==> src/rtl/ect_pkg.sv <==
// Shared types for the dual-edge capture timer.
// Assumes: edge_sel encodings as stated in the brief.
package ect_pkg;

    typedef enum logic [1:0] {
        EDGE_RISE     = 2'b00,
        EDGE_FALL     = 2'b01,
        EDGE_BOTH     = 2'b10,
        EDGE_BOTH_ALT = 2'b11
    } edge_mode_e;

    // Returns {rise_enable, fall_enable} for a polarity mode.
    function automatic logic [1:0] edge_enables(input edge_mode_e mode);
        logic [1:0] en;
        case (mode)
            EDGE_RISE: en = 2'b10;
            EDGE_FALL: en = 2'b01;
            default:   en = 2'b11;
        endcase
        return en;
    endfunction

endpackage

==> src/rtl/ect_input_sync.sv <==
// Synchronizes the asynchronous timer input through STAGES flops and
// emits single-cycle rise/fall pulses from the synchronized level.
// Assumes: STAGES >= 2; input idles low out of reset.
module ect_input_sync #(
    parameter int STAGES = 2
) (
    input  logic clk,
    input  logic rst_n,
    input  logic sig_in,
    output logic rise_o,
    output logic fall_o
);

    logic [STAGES-1:0] chain;
    logic              last_q;

    genvar g;
    for (g = 0; g < STAGES; g++) begin : g_stage
        if (g == 0) begin : g_first
            // First stage samples the raw input.
            always_ff @(posedge clk) begin
                if (!rst_n) chain[g] <= 1'b0;
                else        chain[g] <= sig_in;
            end
        end else begin : g_next
            // Later stages shift the sample along the chain.
            always_ff @(posedge clk) begin
                if (!rst_n) chain[g] <= 1'b0;
                else        chain[g] <= chain[g-1];
            end
        end
    end

    // Keep the previous synchronized level for edge comparison.
    always_ff @(posedge clk) begin
        if (!rst_n) last_q <= 1'b0;
        else        last_q <= chain[STAGES-1];
    end

    assign rise_o = chain[STAGES-1] & ~last_q;
    assign fall_o = ~chain[STAGES-1] & last_q;

    AST_RISE_LATENCY: assert property (@(posedge clk) disable iff (!rst_n)
        rise_o |-> $past(sig_in, STAGES) && !$past(sig_in, STAGES + 1));
    AST_FALL_LATENCY: assert property (@(posedge clk) disable iff (!rst_n)
        fall_o |-> !$past(sig_in, STAGES) && $past(sig_in, STAGES + 1));

endmodule

==> src/rtl/ect_prescaler.sv <==
// Produces a one-cycle tick every 2^prescale clocks while run is high.
// The divide counter restarts from zero whenever run is low, so the first
// tick after arming comes 2^prescale cycles later.
// Assumes: prescale may change at any time; the mask follows immediately.
module ect_prescaler #(
    parameter int PRE_W = 3
) (
    input  logic             clk,
    input  logic             rst_n,
    input  logic             run,
    input  logic [PRE_W-1:0] prescale,
    output logic             tick
);

    localparam int DIV_W = (1 << PRE_W) - 1;

    logic [DIV_W-1:0] div_q;
    logic [DIV_W-1:0] mask;

    // Build the low-bit mask selected by the prescale exponent.
    always_comb begin
        for (int i = 0; i < DIV_W; i++) begin
            mask[i] = (i < int'(prescale));
        end
    end

    // Free-running divide counter, cleared while idle.
    always_ff @(posedge clk) begin
        if (!rst_n)   div_q <= '0;
        else if (!run) div_q <= '0;
        else          div_q <= div_q + 1'b1;
    end

    assign tick = run && ((div_q & mask) == mask);

    AST_TICK_SPACING: assert property (@(posedge clk) disable iff (!rst_n)
        (run && $past(run) && $past(tick) && $stable(prescale) && prescale != '0)
        |-> !tick);

endmodule

==> src/rtl/ect_counter_core.sv <==
// The 16-bit measurement counter with its arm state. While idle or disabled
// the count is held at start_val. A trigger edge arms the counter, which then
// steps on ticks and returns to start_val when it matches reload_val.
// Assumes: tick is only high while enable and running are both high.
module ect_counter_core #(
    parameter int CNT_W = 16
) (
    input  logic             clk,
    input  logic             rst_n,
    input  logic             enable,
    input  logic             trig,
    input  logic             tick,
    input  logic [CNT_W-1:0] start_val,
    input  logic [CNT_W-1:0] reload_val,
    output logic             running_o,
    output logic [CNT_W-1:0] count_o,
    output logic             reload_evt_o
);

    logic             running_q;
    logic [CNT_W-1:0] count_q;
    logic             at_reload;

    assign at_reload = (count_q == reload_val);

    // Arm state: cleared by a low enable, set by the first trigger edge.
    always_ff @(posedge clk) begin
        if (!rst_n)          running_q <= 1'b0;
        else if (!enable)    running_q <= 1'b0;
        else if (!running_q) running_q <= trig;
    end

    // Counter: preload while idle, step on ticks, wrap to start on match.
    always_ff @(posedge clk) begin
        if (!rst_n)                     count_q <= '0;
        else if (!enable || !running_q) count_q <= start_val;
        else if (tick) begin
            if (at_reload) count_q <= start_val;
            else           count_q <= count_q + 1'b1;
        end
    end

    assign running_o    = running_q;
    assign count_o      = count_q;
    assign reload_evt_o = enable && running_q && tick && at_reload;

    AST_IDLE_HOLDS_START: assert property (@(posedge clk) disable iff (!rst_n)
        (enable && !running_q) |=> count_q == $past(start_val));
    AST_DISARM: assert property (@(posedge clk) disable iff (!rst_n)
        !enable |=> !running_q && count_q == $past(start_val));
    AST_RELOAD_TO_START: assert property (@(posedge clk) disable iff (!rst_n)
        reload_evt_o |=> count_q == $past(start_val));
    AST_STEP_ON_TICK: assert property (@(posedge clk) disable iff (!rst_n)
        (enable && running_q && tick && !reload_evt_o) |=> count_q == $past(count_q) + 1'b1);
    AST_STALL_OFF_TICK: assert property (@(posedge clk) disable iff (!rst_n)
        (enable && running_q && !tick) |=> $stable(count_q));

endmodule

==> src/rtl/edge_capture_timer.sv <==
// Top of the dual-edge capture timer. Gates synchronized edges by the
// selected polarity, arms the counter core, stores the count in the rising
// or falling capture register, and drives the irq pulse and reload flag.
// Assumes: configuration inputs are stable while a measurement is running;
// sig_in may be fully asynchronous.
module edge_capture_timer
    import ect_pkg::*;
#(
    parameter int CNT_W       = 16,
    parameter int PRE_W       = 3,
    parameter int SYNC_STAGES = 2
) (
    input  logic             clk,
    input  logic             rst_n,
    input  logic             enable,
    input  logic [1:0]       edge_sel,
    input  logic [PRE_W-1:0] prescale,
    input  logic             irq_on_reload,
    input  logic [CNT_W-1:0] start_val,
    input  logic [CNT_W-1:0] reload_val,
    input  logic             reload_clr,
    input  logic             sig_in,
    output logic [CNT_W-1:0] count,
    output logic [CNT_W-1:0] cap_rise,
    output logic [CNT_W-1:0] cap_fall,
    output logic             irq,
    output logic             reload_flag
);

    logic             rise_edge, fall_edge;
    logic [1:0]       edge_en;
    logic             rise_hit, fall_hit, trig;
    logic             running, live, tick, reload_evt;
    logic             rise_go, fall_go;
    logic [CNT_W-1:0] count_w;
    logic [CNT_W-1:0] cap_rise_q, cap_fall_q;
    logic             irq_q, flag_q;

    ect_input_sync #(.STAGES(SYNC_STAGES)) u_sync (
        .clk    (clk),
        .rst_n  (rst_n),
        .sig_in (sig_in),
        .rise_o (rise_edge),
        .fall_o (fall_edge)
    );

    assign edge_en  = edge_enables(edge_mode_e'(edge_sel));
    assign rise_hit = rise_edge & edge_en[1];
    assign fall_hit = fall_edge & edge_en[0];
    assign trig     = rise_hit | fall_hit;
    assign live     = enable & running;
    assign rise_go  = live & rise_hit;
    assign fall_go  = live & fall_hit;

    ect_prescaler #(.PRE_W(PRE_W)) u_presc (
        .clk      (clk),
        .rst_n    (rst_n),
        .run      (live),
        .prescale (prescale),
        .tick     (tick)
    );

    ect_counter_core #(.CNT_W(CNT_W)) u_core (
        .clk          (clk),
        .rst_n        (rst_n),
        .enable       (enable),
        .trig         (trig),
        .tick         (tick),
        .start_val    (start_val),
        .reload_val   (reload_val),
        .running_o    (running),
        .count_o      (count_w),
        .reload_evt_o (reload_evt)
    );

    // Rising-edge capture register.
    always_ff @(posedge clk) begin
        if (!rst_n)       cap_rise_q <= '0;
        else if (rise_go) cap_rise_q <= count_w;
    end

    // Falling-edge capture register.
    always_ff @(posedge clk) begin
        if (!rst_n)       cap_fall_q <= '0;
        else if (fall_go) cap_fall_q <= count_w;
    end

    // Interrupt pulse, aligned with the capture register update.
    always_ff @(posedge clk) begin
        if (!rst_n) irq_q <= 1'b0;
        else        irq_q <= rise_go | fall_go | (irq_on_reload & reload_evt);
    end

    // Sticky reload flag, set wins over write-one-to-clear.
    always_ff @(posedge clk) begin
        if (!rst_n)          flag_q <= 1'b0;
        else if (reload_evt) flag_q <= 1'b1;
        else if (reload_clr) flag_q <= 1'b0;
    end

    assign count       = count_w;
    assign cap_rise    = cap_rise_q;
    assign cap_fall    = cap_fall_q;
    assign irq         = irq_q;
    assign reload_flag = flag_q;

    AST_RISE_CAP_HOLD: assert property (@(posedge clk) disable iff (!rst_n)
        !rise_go |=> $stable(cap_rise));
    AST_FALL_CAP_HOLD: assert property (@(posedge clk) disable iff (!rst_n)
        !fall_go |=> $stable(cap_fall));
    AST_IRQ_ON_CAPTURE: assert property (@(posedge clk) disable iff (!rst_n)
        (rise_go || fall_go) |=> irq);
    AST_IRQ_QUIET: assert property (@(posedge clk) disable iff (!rst_n)
        (!rise_go && !fall_go && !reload_evt) |=> !irq);
    AST_FLAG_SET: assert property (@(posedge clk) disable iff (!rst_n)
        reload_evt |=> reload_flag);
    AST_FLAG_STICKY: assert property (@(posedge clk) disable iff (!rst_n)
        (reload_flag && !reload_clr) |=> reload_flag);
    AST_COINCIDENT_CAPTURE: assert property (@(posedge clk) disable iff (!rst_n)
        (rise_go && reload_evt) |=> cap_rise == $past(reload_val) && reload_flag && irq);

endmodule

==> config.mk <==
export PLATFORM = sky130hd
export DESIGN_NAME = edge_capture_timer
export DESIGN_NICKNAME = d
export VERILOG_FILES = /design/src/rtl/ect_pkg.sv /design/src/rtl/ect_input_sync.sv /design/src/rtl/ect_prescaler.sv /design/src/rtl/ect_counter_core.sv /design/src/rtl/edge_capture_timer.sv
export SDC_FILE = /design/constraint.sdc
export NUM_CORES = 1
export LEC_CHECK = 0
export BUFFER_PORTS_ARGS = -buffer_cell sky130_fd_sc_hd__buf_2
export CORE_AREA = 5 5 101 103
export CTS_CLUSTER_DIAMETER = 60
export CTS_CLUSTER_SIZE = 28
export DETAILED_ROUTE_END_ITERATION = 12
export DIE_AREA = 0 0 106 108
export PLACE_DENSITY = 0.56
export SYNTH_ARGS = -nofsm -noshare
export SYNTH_HDL_FRONTEND = slang
export SYNTH_SLANG_ARGS = --single-unit
==> constraint.sdc <==
create_clock -name clk -period 4.49 [get_ports clk]
set_input_delay 0.898 -clock clk [delete_from_list [all_inputs] [get_ports clk]]
set_output_delay 0.898 -clock clk [all_outputs]
set_load 0.03 [all_outputs]
======== Yosys cells after proc, flatten, opt, wreduce, memory -nomap -nowiden ========
Cells that the tools add are included.
word-level totals
  flip-flop bits (word level) ............. 61
  latch bits .............................. 0
  memory bits (writable) .................. 0
  memory bits (read-only) ................. 0
  input bits .............................. 43
  output and inout bits ................... 50
  memories ................................ 0
operators by class
  add/sub/neg operators ................... 2
  multiply operators ...................... 0
  div/mod/pow operators ................... 0
  order comparisons ....................... 7
  equality and inequality tests ........... 3
  shift-type cells ........................ 0
  muxes and demuxes ....................... 7
  bitwise operators ....................... 14
  reductions and logical operators ........ 12
operator list
  cell                   count
  $mux 16                3
  $add 16x1->16 const B  1
  $eq 16x16->1           1
  $lt 3x3->1 const A     3
  $and 1x1->1            8
  $add 7x1->7 const B    1
  $and 7x7->7            1
  $eq 7x7->1             1
  $lt 1x3->1 const A     2
  $lt 2x3->1 const A     2
  $logic_and 1x1->1      4
  $pmux 2 s2             1
  $reduce_and 2->1       2
  $reduce_bool 2->1      2
  $mux 1                 3
  $or 1x1->1             3
  $eq 2x1->1 const B     1
  $logic_not 1->1        2
  $logic_not 2->1        1
  $not 1->1              2
  $logic_or 1x1->1       1

======== Depth between registers and ports, before layout ========
Gate-level depths: netlist of the first run.
  word-level depth ........................ 8
  gate-level depth with buffers ........... 8

======== Modules after synthesis ========
Synthesis of the first run repeated with hierarchy kept, for this count alone.
unflattened totals
  cells, all modules ...................... 342
  area, all modules ....................... 2,969.1 µm²
modules (own cells, without submodules)
  module              times used  cells an instance  area each (µm²)  seq. area each (µm²)
  ect_counter_core    1           160                1,307.5          340.3
  edge_capture_timer  1           136                1,247.4          680.7
  ect_prescaler       1           38                 322.8            140.1
  ect_input_sync      1           8                  91.3             60.1

======== Least setup slack after synthesis of the first run ========
OpenSTA, ideal clock, no wires.
  path kind ............................... input to register
  from .................................... input port reload_val[15]
  to ...................................... register u_core.count_q[14] (netlist: u_core.count_o[14])
  library setup time ...................... 115 ps
  arrival time ............................ 2,186 ps
  slack ................................... 2,190 ps
  stages on the path ...................... 6
  path buffers ............................ 0
  cell sequence ........................... xor2_1 nor4_2 nand4_2 and4_4 a211o_1 o21a_1
between the ends
  longest elaborated chain between the ends .. 4
ends and longest elaborated chain
  item                  line                      text
  from (decl)           edge_capture_timer.sv:20  input logic [CNT_W-1:0] reload_val,
  $eq 16x16->1          ect_counter_core.sv:24    assign at_reload = (count_q == reload_val);
  $mux 16               ect_counter_core.sv:38    if (at_reload) count_q <= start_val;
  $mux 16               ect_counter_core.sv:37    else if (tick) begin
  $mux 16               ect_counter_core.sv:36    else if (!enable || !running_q) count_q <= start_val;
  to (signal assigned)  ect_counter_core.sv:36
  to (signal assigned)  ect_counter_core.sv:38
  to (signal assigned)  ect_counter_core.sv:39    else count_q <= count_q + 1'b1;
  to (decl)             ect_counter_core.sv:21    logic [CNT_W-1:0] count_q;
No other way between the ends. The select of a mux whose other input is x is not followed.
A chain may end at the register's enable or synchronous reset.

======== Final worst setup path of the first run ========
  from .................................... input port enable
  to ...................................... register cap_rise_q[14] (netlist: cap_rise[14])
between the ends
  longest elaborated chain between the ends .. 2
ends and longest elaborated chain
  item                  line                      text
  from (decl)           edge_capture_timer.sv:15  input logic enable,
  $and 1x1->1           edge_capture_timer.sv:51  assign live = enable & running;
  $and 1x1->1           edge_capture_timer.sv:52  assign rise_go = live & rise_hit;
  to (signal assigned)  edge_capture_timer.sv:79  else if (rise_go) cap_rise_q <= count_w;
  to (decl)             edge_capture_timer.sv:36  logic [CNT_W-1:0] cap_rise_q, cap_fall_q;
No other way between the ends.

==> results of run 1 <==
synth_stat cells, drive strengths merged:
library cell / instances / area share
or2: 1 / 0.0021
mux2i: 17 / 0.056
nor4: 7 / 0.023
a21o: 2 / 0.0050
a31o: 1 / 0.0029
or4: 1 / 0.0025
and4: 2 / 0.0066
clkinv: 1 / 0.0012
a21oi: 25 / 0.041
and2: 8 / 0.017
inv: 6 / 0.0074
o22ai: 2 / 0.0062
a31oi: 6 / 0.012
nand2b: 1 / 0.0021
a211oi: 2 / 0.0066
o21a: 4 / 0.0099
dfxtp: 61 / 0.40
nand3: 13 / 0.023
or3: 4 / 0.0083
xnor2: 3 / 0.0087
nor3: 4 / 0.0066
o21ai: 12 / 0.022
nand2: 57 / 0.072
a211o: 2 / 0.0058
nand4: 9 / 0.023
nor4b: 1 / 0.0029
a22oi: 2 / 0.0050
and3: 8 / 0.018
ha: 2 / 0.0083
mux2: 1 / 0.0037
a2bb2oi: 2 / 0.0058
o32ai: 1 / 0.0029
buf: 15 / 0.032
nor2b: 3 / 0.0062
a21boi: 2 / 0.0050
a32oi: 1 / 0.0029
nor2: 32 / 0.042
xor2: 18 / 0.052
nor3b: 2 / 0.0050
and2b: 1 / 0.0033
o31a: 3 / 0.0087
o211ai: 3 / 0.0074
clkbuf: 11 / 0.014
power by group:
group	switching, W	total, W	internal, W
registers	0.0000273	0.000578	0.000551
logic	0.0000655	0.000110	0.0000445
clock network	0.000218	0.000602	0.000384
metal layers:
| layer | global-route usage | part of all wire | vias up |
|---|---|---|---|
| li1 | - | - | 1402 |
| met1 | 0.2164 | 0.45 | 1297 |
| met2 | 0.2691 | 0.46 | 98 |
| met3 | 0.04716 | 0.078 | 10 |
| met4 | 0.05458 | 0.013 | 0 |
| met5 | 0 | 0 | - |
final cells by class:
cell class,count,area share
clock buffer,12,0.03880
clock inverter,4,0.02542
inverter,7,0.007023
multi-input combinational,265,0.4381
sequential,61,0.3264
tap,111,0.03712
timing repair buffer,94,0.1271
final timing paths:
| check | depth (start not counted) | endpoint | slack, ns | startpoint |
|---|---|---|---|---|
| worst max-delay path | 5 | cap_rise[14] | 1.88 | enable |
| worst min-delay path | 1 | u_sync.chain[1] | 0.43 | u_sync.chain[0] |
| worst max register to register | 6 | u_core.count_o[8] | 2.07 | u_core.count_o[9] |
| worst min register to register | 1 | u_sync.chain[1] | 0.43 | u_sync.chain[0] |
state kept, by name (all words and copies together) (netlist names):
name              count
irq                   1
u_presc.div_q         7
u_sync.chain          2
cap_rise             16
u_sync.last_q         1
reload_flag           1
cap_fall             16
u_core.running_o      1
u_core.count_o       16
cells in the final DEF (no fill, tap or decap), types with 4 or more instances in the layout:
cell	instances
mux2i_1	17
a21oi_1	25
nand2_1	56
o21a_1	4
nand4_1	7
or3_1	4
dfxtp_1	61
nand3_1	12
and3_1	7
nor4_2	4
a31oi_1	6
buf_2	92
o21ai_0	10
clkbuf_8	10
nor3_1	4
inv_1	6
nor2_1	31
and2_1	8
xor2_1	18
critical path: stages:
cell,delay (ns)
buf_2,0.11
and2_1,0.49
and3_1,0.99
mux2i_1,0.27
nor2_1,0.06
logic make-up (layout without fill, tap and decap cells):
kind of cell | after synthesis | in the layout | synth area share
mux | 18 | 18 | 0.05997
fa+ha+maj | 2 | 2 | 0.008270
simple gates | 154 | 154 | 0.2626
compound gates | 70 | 70 | 0.1501
flops | 61 | 61 | 0.4036
xor+xnor | 21 | 21 | 0.06080
buf+inv | 33 | 117 | 0.05459
per-stage QoR:
stage                     instance area, µm²  hold slack [ns]
after floorplan                         3025           0.4119
after global placement                  3501           0.4167
after detailed placement                3501           0.4237
after CTS                               3741           0.4403
after global routing                    3741           0.4781
final                                   3741           0.4339
==> impl_results.md, run 1 <==
- Via/cell ratio: 5.067
- Via count: approximately 2800
- Postcts setup bufs: 0
- GP Congestion: between 0.8 and 0.9
- Share of layout cells above drive strength 1: 0.2867
- Vias in the first global route: ~2800
- Initial Utilization: 0.3321
- DP Wirelength: between 6 and 7 mm
- Yosys cell types: 56
- Max-slew headroom: 0.2680
- Post-Route WL: between 9 and 10 mm
- Syn Nets: just over 400
- Final hold vios: 0
- H-tree depth: 3
- NumNets Final: around 480
- Place WS: 1.534 ns
- Rows: 35
- # DRC: 0
- All-layer global routing usage: 0.1670
- Worst Setup Start Kind: primary input
- Largest net degree at the start of global routing: 25
- CTS Buffer Depth: 2
- Core area: slightly above 9000 µm²
- Hold_buf cts: 0
- Die width: roughly 110 µm
- Post-route setup TNS: 0 ns
- CP max FO: 17
- Clk_skew: approximately 0.0065 ns
- Sequential cell area: 1221 µm²
- Mean post-synth cell area: roughly 8.4 µm²
- Post-DRT Antenna Nets: 0
- Crit Path Category: primary input to flop
- Post-DR wirelength/cell: 16.86 µm
- Final Critical Period: 2.612 ns
- Reg clk slew, reported paths: roughly 0.06 ns
- First-pass GRT wire length: 14.74 mm
- Synth warnings: 0
- Least-Margin Pin Slew: around 1.1 ns
- Cts bufs inserted: 9
- Top Ports: 93
- Ant. Diodes: 0
- Grt total ovfl: 0
- IO buf count: slightly above 90
- Initial antenna violation count: 0
- Initial DRC Count: 189
- Critical Path End Type: flop
- Layout area overhead: 23.66%
- Worst path arrival time: between 2 and 3 ns
- FMAX: roughly 0.38 GHz
- Area of the multi-input gates: 1639 µm²
- Detailed Routing Iterations Pass 1: 6
- Post-Syn Area: about 3000 µm²
- Outcome: completed
- PD cells: around 340 nW/µm²
- Worst EP required: about 4.7 ns
- Overall power: 0.001290 W
- Worst setup margin: 1.878 ns
- RSZ-0062 raised after global routing: no
- Placed Cells: 538
- FILL cells: about 960
- CTS tree: done
- Worst Hold Class: flop to flop
- Clock latency on the worst-skew pair: 0.34 ns
- MaxCap Viol Count: 0
- Max-slew violations: 0
- Utilization after layout: 0.4107
- Die footprint: 11450 µm²
- Peak supply drop: about 0.14 mV
- Register area share after synthesis: 0.4036
- Cells after Synth: approximately 360
- Final setup vio count: 0
- Clock Tree Root: clkbuf_8
- Final period util: 0.5818
- Post-CTS Resized: 0
- Yosys reg bits: ~60
- Layout Cells excl Fill: approximately 550
- Clk sinks: 61
- Chip Height: ~110 µm
- LEAKAGE: 1.567 nW
(Power assumes the default switching activity.)
==> inputs of run 2 (changes only) <==
clock period = 2.5 ns   (was 4.49 ns; I/O delays follow)
==> impl_results.md, run 2 (synthesized netlist as in run 1, its figures left out) <==
- Clock latency on the worst-skew pair: 0.33 ns (about the same)
- Most frequent cells in the layout: buf_2 (92), dfxtp_1 (61), nand2_1 (56)
- Worst path arrival time: 2.59 ns (-0.24 ns)
- Overall power: 0.002232 W (+73%)
- All-layer global routing usage: 0.1716 (+0.004633)
- Flop pwr share: 0.452 (+0.004)
- Via count: 2918 (+4.0%)
- MaxCap Viol Count: 0 (unchanged)
- Die footprint: 11450 µm² (unchanged)
- Clock power frac: 0.432 (-0.034)
- CP max FO: 12 (-5)
- IO buf count: 92 (unchanged)
- CP Capture Point: u_core.count_o[7]
- RSZ-0062 raised after global routing: no
- Die width: 106 µm (unchanged)
- Placed Cells: 559 (+3.9%)
- PD cells: 574.6 nW/µm² (+67%)
- Buf/Inv on CP: 0 (-1)
- Final Critical Period: ~2.4 ns
- R2R Path Start: u_core.count_o[1]
- Crit Path Category: flop to flop
- Clk_skew: 0.009709 ns (+0.003193 ns)
- DP Wirelength: 7.119 mm (+5.2%)
- Grt total ovfl: 0 (unchanged)
- GP Congestion: 0.8814 (+8.1%)
- Vias in the first global route: 2814 (-0.42%)
- Switching portion of total power: 0.2497 (+0.008703)
- Commonest non-fill, non-tap cell in the layout: buf_2
- Critical Path End Type: flop
- Clock Tree Root: clkbuf_8
- Sw Pwr: 0.0005575 W (+79%)
- Worst Hold Class: primary input to flop
- FMAX: around 0.42 GHz
- Worst Setup Start Kind: flop
- Rows: 35 (unchanged)
- Worst EP required: 2.73 ns (-1.98 ns)
- Chip Height: 108 µm (unchanged)
- CTS tree: done
- CTS Buffer Depth: 2 (unchanged)
- Int Pwr: 0.001675 W (+71%)
- Layout Cells excl Fill: 574 (+3.6%)
- Family with the most delay on the worst path: simple AND/OR/NAND/NOR gates
- Clk sinks: 61 (unchanged)
- Ant. Diodes: 0 (unchanged)
- H-tree depth: 3 (unchanged)
- Final period util: 0.9449
- Critical path launch point: u_core.count_o[1]
- R2R setup slack: 0.14 ns (-1.93 ns)
- Post-CTS Resized: 0 (unchanged)
- Critical Path Stages: 6 (+1)
- Max-slew violations: 0 (unchanged)
- Largest net degree at the start of global routing: 37 (+48%)
- Least-Margin Pin Slew: 0.5844 ns (-0.5136 ns)
- Combinational share of power: 0.116 (+0.031)
- Post-DR wirelength/cell: 16.90 µm (+0.23%)
- Max-slew headroom: 0.6072 (+0.3392)
- Post-Route WL: 9.698 mm (+3.8%)
- Slowest CP cell: nor4_2
- LEAKAGE: 1.662 nW (+6.1%)
- Final hold vios: 0 (unchanged)
- Initial Utilization: 0.3321 (unchanged)
- Place WS: -0.03294 ns (-1.567 ns)
- Core area: 9109 µm² (unchanged)
- Detailed Routing Iterations Pass 1: 4 (-2)
- Initial DRC Count: 230 (+22%)
- Hold_buf cts: 0 (unchanged)
- # DRC: 0 (unchanged)
- Post-DRT Antenna Nets: 0 (unchanged)
- Worst setup margin: 0.1378 ns (-1.740 ns)
- Postcts setup bufs: 0 (unchanged)
- Initial antenna violation count: 0 (unchanged)
- Reg-to-Reg End: u_core.count_o[7]
- Post-route setup TNS: 0 ns (unchanged)
- Via/cell ratio: 5.084 (+0.33%)
- Top Ports: 93 (unchanged)
- Peak supply drop: 0.2718 mV (+98%)
- Outcome: completed
- NumNets Final: 504 (+4.3%)
- Final setup vio count: 0 (unchanged)
- Reg2reg path depth: 6 (unchanged)
- Layout area overhead: 28.41%
- First-pass GRT wire length: 15.14 mm (+2.7%)
- Share of layout cells above drive strength 1: 0.3197 (+0.03297)
- Worst path max stage delay: 0.52 ns (-0.47 ns)
- Final hold slack: 0.3784 ns (-0.05541 ns)
- Reg clk slew, reported paths: 0.07 ns (about the same)
- Cts bufs inserted: 9 (unchanged)
- Crit-path cells: xor2_1 > nor4_2 > nand4_2 > nand2_1 > a21oi_1 > o31a_1
## run 2: metrics by stage
| step | area, µm² | util |
|---|---|---|
| floorplan | 3025 | - |
| global placement | 3671 | 0.4030 |
| detailed placement | 3671 | 0.4030 |
| CTS | 3885 | 0.4265 |
| global route | 3885 | 0.4265 |
| finish | 3885 | 0.4265 |
## run 2: layout make-up
type	count	area, µm²
Sequential cell	61	1221
Inverter	7	26.28
Tap cell	111	138.9
Clock inverter	4	72.57
Timing Repair Buffer	115	645.6
Multi-Input combinational cell	265	1639
Fill cell	922	5224
Clock buffer	11	141.4
## run 2: power by group through the flow
stage / Clock [W] / Combinational, W / Sequential (W)
4_1_cts: 0.000984 / 0.000261 / 0.00101
3_3_place_gp: 0 / 0.000258 / 0.00103
6_report: 0.000964 / 0.000260 / 0.00101
3_5_place_dp: 0 / 0.000260 / 0.00103
2_1_floorplan: 0 / 0.000120 / 0.00106
5_1_grt: 0.00104 / 0.000283 / 0.00101
## run 2: per-layer routing
layer	vias up	routed length, µm	track usage
met1	1328	4469	0.2294
met4	0	189	0.05643
met3	13	724	0.05552
met5	-	0	0
li1	1452	-	-
met2	125	4314	0.2623
## run 2: worst min-delay path by stage
stage / startpoint / endpoint / slack, ns / cells after the start
2_1_floorplan: u_sync.chain[0] / u_sync.chain[1] / 0.41 / 1
3_3_place_gp: u_sync.chain[0] / u_sync.chain[1] / 0.42 / 1
4_1_cts: sig_in / u_sync.chain[0] / 0.36 / 2
3_5_place_dp: u_sync.chain[0] / u_sync.chain[1] / 0.42 / 1
6_report: sig_in / u_sync.chain[0] / 0.38 / 2
5_1_grt: sig_in / u_sync.chain[0] / 0.36 / 2
